$ cat config.mk
export PLATFORM = sky130hd
export DESIGN_NAME = label_filter
export DESIGN_NICKNAME = d
export VERILOG_FILES = /design/src/rtl/label_pkg.sv /design/src/rtl/label_store.sv /design/src/rtl/label_match.sv /design/src/rtl/label_filter.sv
export SDC_FILE = /design/constraint.sdc
export NUM_CORES = 1
export LEC_CHECK = 0
export ABC_AREA = 0
export BUFFER_PORTS_ARGS = -buffer_cell sky130_fd_sc_hd__buf_2
export CORE_UTILIZATION = 50
export DETAILED_ROUTE_END_ITERATION = 8
export PLACE_DENSITY = 0.69
export SYNTH_ARGS = -nofsm -noshare
export SYNTH_HDL_FRONTEND = slang
export SYNTH_HIERARCHICAL = 1
export SYNTH_SLANG_ARGS = --single-unit
$ cat constraint.sdc
create_clock -name clk -period 2.7 [get_ports clk]
set_input_delay 0.405 -clock clk [delete_from_list [all_inputs] [get_ports clk]]
set_output_delay 0.405 -clock clk [all_outputs]
set_load 0.03 [all_outputs]
$ cat src/rtl/label_pkg.sv
package label_pkg;
  localparam int LBL_W  = 8;
  localparam int DEPTH  = 16;
  localparam int WORD_W = 32;
  typedef logic [LBL_W-1:0] label_t;
endpackage

$ cat src/rtl/label_store.sv
module label_store
  import label_pkg::*;
#(
  parameter int N = DEPTH
) (
  input  logic            clk,
  input  logic            rst_n,
  input  logic            sess_start,
  input  logic            sess_on,
  input  logic            wr_stb,
  input  logic            rd_stb,
  input  label_t          wr_data,
  output label_t          rd_data,
  output logic            rd_valid,
  output label_t          labels [N]
);
  localparam int CNT_W = $clog2(N) + 1;
  localparam logic [CNT_W-1:0] LAST = CNT_W'(N);

  logic [CNT_W-1:0] wr_pos, rd_pos;
  logic             wr_take, rd_take;

  assign wr_take = sess_on && wr_stb && (wr_pos < LAST);
  assign rd_take = sess_on && rd_stb && (rd_pos < LAST);

  always_ff @(posedge clk or negedge rst_n) begin
    if (!rst_n) begin
      wr_pos <= '0;
      rd_pos <= '0;
    end else if (sess_start) begin
      wr_pos <= '0;
      rd_pos <= '0;
    end else begin
      if (wr_take) wr_pos <= wr_pos + 1'b1;
      if (rd_take) rd_pos <= rd_pos + 1'b1;
    end
  end

  for (genvar g = 0; g < N; g++) begin : g_loc
    always_ff @(posedge clk or negedge rst_n) begin
      if (!rst_n)
        labels[g] <= '0;
      else if (wr_take && (wr_pos == CNT_W'(g)))
        labels[g] <= wr_data;
    end
  end

  always_ff @(posedge clk or negedge rst_n) begin
    if (!rst_n) begin
      rd_data  <= '0;
      rd_valid <= 1'b0;
    end else begin
      rd_valid <= rd_take;
      if (rd_take) rd_data <= labels[rd_pos[CNT_W-2:0]];
    end
  end
endmodule

$ cat src/rtl/label_match.sv
module label_match
  import label_pkg::*;
#(
  parameter int N = DEPTH
) (
  input  label_t labels [N],
  input  label_t probe,
  output logic   hit
);
  logic [N-1:0] eq;
  for (genvar g = 0; g < N; g++) begin : g_cmp
    assign eq[g] = (labels[g] == probe);
  end
  assign hit = |eq;
endmodule

$ cat src/rtl/label_filter.sv
module label_filter
  import label_pkg::*;
(
  input  logic              clk,
  input  logic              rst_n,
  input  logic              mode_i,
  input  logic              recog_en_i,
  input  logic              host_wr_i,
  input  logic              host_rd_i,
  input  logic              half_sel_i,
  input  logic [LBL_W-1:0]  host_data_i,
  output logic [LBL_W-1:0]  rd_data_o,
  output logic              rd_valid_o,
  input  logic              word_valid_i,
  input  logic [WORD_W-1:0] word_i,
  output logic              in_ready_o,
  output logic              out_valid_o,
  output logic [WORD_W-1:0] out_word_o
);
  logic   mode_q, sess_start, sess_on, hit, accept;
  label_t labels [DEPTH];

  always_ff @(posedge clk or negedge rst_n) begin
    if (!rst_n) mode_q <= 1'b0;
    else        mode_q <= mode_i;
  end

  assign sess_start = mode_i && !mode_q;
  assign sess_on    = mode_i && mode_q;
  assign in_ready_o = !mode_i;

  label_store #(.N(DEPTH)) u_store (
    .clk        (clk),
    .rst_n      (rst_n),
    .sess_start (sess_start),
    .sess_on    (sess_on),
    .wr_stb     (host_wr_i && half_sel_i),
    .rd_stb     (host_rd_i && half_sel_i),
    .wr_data    (host_data_i),
    .rd_data    (rd_data_o),
    .rd_valid   (rd_valid_o),
    .labels     (labels)
  );

  label_match #(.N(DEPTH)) u_match (
    .labels (labels),
    .probe  (word_i[LBL_W-1:0]),
    .hit    (hit)
  );

  assign accept = word_valid_i && in_ready_o && (!recog_en_i || hit);

  always_ff @(posedge clk or negedge rst_n) begin
    if (!rst_n) begin
      out_valid_o <= 1'b0;
      out_word_o  <= '0;
    end else begin
      out_valid_o <= accept;
      if (accept) out_word_o <= word_i;
    end
  end
endmodule

==> impl_metrics.toml <==
[worst_setup_path]
crit_slowest_cell = "dfrtp_1"
crit_chain = "xor2_1 -> nor4_1 -> buf_4 -> nand2_1 -> o21ai_0 -> nor4_1 -> nand4_1 -> nand2b_1 -> and3_2 -> buf_12 -> mux2_4"
critPathRequiredTime_ns = 3.02
end_kind = "register"
crit_path_max_incr_delay_ns = 0.41
crit_family = "simple AND/OR/NAND/NOR gates"
cp.arrival_ns = 2.79
cp_num_buf_inv = 2
start_kind = "register"
crit_path_frequent_cell = "nor4_1"
crit_fanout = 19
path_class = "register to register"

[floorplanning]
core_area_mm2 = 0.0189
die_w_um = 142
fp.dieArea_mm2 = 0.0201
fp.dieH_um = 142
io_pins = 91
start_util_pct = 51.6
fp-row-count = 50

[logic_synthesis]
synthCells = 728
synth_nets = 782
ys_seq_elements = 181
ys.flop_type = "dfrtp_1"
ys_async_sr_fraction_pct = 100
synth-edff-count = 0
ys_types = 42
synth_warnings = 6
synth_area_mm2 = 0.00975
ys_seq_area_share_pct = 46.4
syn_avg_cell_area_um2 = 13.4

[cells_and_area]
drive_gt1_share_pct = 38.4
mostFrequentLayoutCell = "dfrtp_1"
final_cell_mix = "dfrtp_1, mux2_2, buf_2"
area_growth_pct = 14.4
stdcell_count = 1107
regArea_mm2 = 0.00453
diodes = 0
nFillCells = 1517
fin_nets = 888
multi_input_area_mm2 = 0.00478

[timing]
fin_ws_ns = 0.238
rsz0062_at_grt = "false"
finalHoldViolCount = 0
period_minus_slack_ns = 2.46
skew_ns = 0.0173
worst_pin_slew_ns = 0.723
relSlewSlack_pct = 51.8
setup_violations = 0
maxSlewViolCount = 0
finalSetupTns_ns = 0
fin_crit_sh_pct = 91.2
fmax_ghz = 0.406

[route]
drt-initial-drc-count = 470
avgViaCountPerCell = 5.72
dr_total_vias = 6329
wl_per_cell_um = 21.4
route.detailed.drc = 0
drt-pass1-iter-count = 5
antenna_left = 0
drt_wl_total_um = 23700

[cts]
cts.clk_slew.worst_paths_ns = 0.07
clock_path_buffers = 2
clk_root_buffer_cell = "clkbuf_16"
clock-sinks = 181
post_cts_resized = 0
numCtsBuffers = 17
cts_max_level = 4
clkLatencyLatePin_ns = 0.44
cts_tree = "done"

[pwr]
p_per_area_mw_per_mm2 = 611
p_leak_nw = 5.19
ir_worst_vdd_mv = 0.456

[global_route]
grt_pass1_wl_um = 38500
antenna_found_initial = 0
gr-total-overflow = 0
track_usage_pct = 25.4
grt_max_degree = 88
grt_pass1_vias = 6872

[placed_design]
dp_cells = 1074
pre_cts_slack_ns = -0.147
io_buffers = 90
place.gp.congestion = 0.912
dp_hpwl_um = 17000

[job]
max_cap_violations = 0

[outcome]
status = "completed"

[hold_path]
hp-class = "primary input to register"
-- area by class of cell --
type                    count  area share, %
well taps                 260           2.92
clock inverters            13           1.14
inverters                   5          0.168
clock buffers              19           4.06
repair buffers            131           8.22
flip-flops and latches    181           40.6
multi-input cells         498           42.9
-- kinds of logic (layout without fill, tap and decap cells) --
logic type               count (synthesis)  in the layout  synth area share [%]
buffers and inverters                   49            168                  4.53
multiplexers                           202            202                  26.9
AO/OA/AOI/OAI                           40             40                  2.63
AND/OR/NAND/NOR                        116            116                  6.72
XOR/XNOR                               134            134                  12.0
adder cells (fa/ha/maj)                  6              6                 0.770
flip-flops                             181            181                  46.4
-- Yosys cell counts (4+ instances only) --
cell | n | area (um^2)
nor4_1 | 15 | 93.8
nand4_1 | 22 | 138
inv_1 | 4 | 15.0
o21ai_0 | 4 | 20.0
mux4_2 | 23 | 518
o221ai_1 | 7 | 61.3
dfrtp_1 | 181 | 4530
clkbuf_1 | 13 | 48.8
xor2_1 | 59 | 517
buf_12 | 9 | 180
buf_4 | 4 | 30.0
nand2_1 | 22 | 82.6
xnor2_1 | 75 | 657
buf_6 | 9 | 101
mux2i_1 | 18 | 180
mux2_1 | 30 | 338
mux2_4 | 29 | 435
nor2b_1 | 8 | 50.1
nor2_1 | 26 | 97.6
ha_1 | 6 | 75.1
a21oi_1 | 17 | 85.1
mux2_2 | 102 | 1150
nand2b_1 | 5 | 31.3
a31oi_1 | 7 | 43.8
buf_2 | 5 | 25.0
-- flip-flops by register name (all words and copies together), names as in the netlist --
name and flops:
u_store/rd_data 8, out_valid_o 1, out_word_o 32, u_store/wr_pos 5, u_store/rd_valid 1, u_store/rd_pos 5, u_store/labels 128, mode_q 1
-- repair_timing --
item,in CTS,in global routing
hold buffers,1,0
hold endpoints to repair,34,0
setup buffers,0,0
-- metal layers --
metal	up-vias	GRT usage [%]	wire, um
li1	2806	-	-
met1	3257	34.5	10500
met2	214	41.2	11500
met3	52	3.75	960
met4	0	10.2	751
met5	-	0	0
-- worst paths after layout --
| check | slack, ns | cells past startpoint | startpoint | to |
|---|---|---|---|---|
| setup / recovery | 0.24 | 11 | u_store/labels[81]$_DFFE_PN0P_ | out_word_o[11]$_DFFE_PN0P_ |
| min in group asynchronous | 0.45 | 2 | rst_n | u_store/labels[26]$_DFFE_PN0P_ |
| hold reg to reg | 0.49 | 2 | u_store/rd_data[6]$_DFFE_PN0P_ | u_store/rd_data[6]$_DFFE_PN0P_ |
| hold / removal | 0.11 | 1 | mode_i | mode_q$_DFF_PN0_ |
| max in group asynchronous | 1.46 | 3 | rst_n | u_store/labels[25]$_DFFE_PN0P_ |
| setup reg to reg | 0.24 | 11 | u_store/labels[81]$_DFFE_PN0P_ | out_word_o[11]$_DFFE_PN0P_ |
-- power by group --
part	internal (mW)	leakage [nW]	switching [mW]	total, mW
Combinational	0.567	2.49	0.737	1.30
Sequential	2.92	2.41	0.146	3.06
Clock	1.28	0.285	1.17	2.45
-- stage by stage --
| step | util (%) | area, um^2 | hold slack, ns | power, mW |
|---|---|---|---|---|
| floorplan | - | 9750 | 0.109 | 4.01 |
| global placement | 55.9 | 10600 | 0.329 | 4.38 |
| detailed placement | 55.9 | 10600 | 0.337 | 4.42 |
| CTS | 59.0 | 11200 | 0.0936 | 6.87 |
| global route | 59.0 | 11200 | 0.0990 | 7.10 |
| finish | 59.0 | 11200 | 0.108 | 6.82 |
-- worst reg2reg max path, cell delays in order, from the launching register on --
cell and delay [ns]:
dfrtp_1 0.41, xor2_1 0.22, nor4_1 0.10, buf_4 0.13, nand2_1 0.05, o21ai_0 0.09, nor4_1 0.25, nand4_1 0.18
nand2b_1 0.18, and3_2 0.25, buf_12 0.17, mux2_4 0.32
Note: power is estimated with default switching activity, not from simulation.
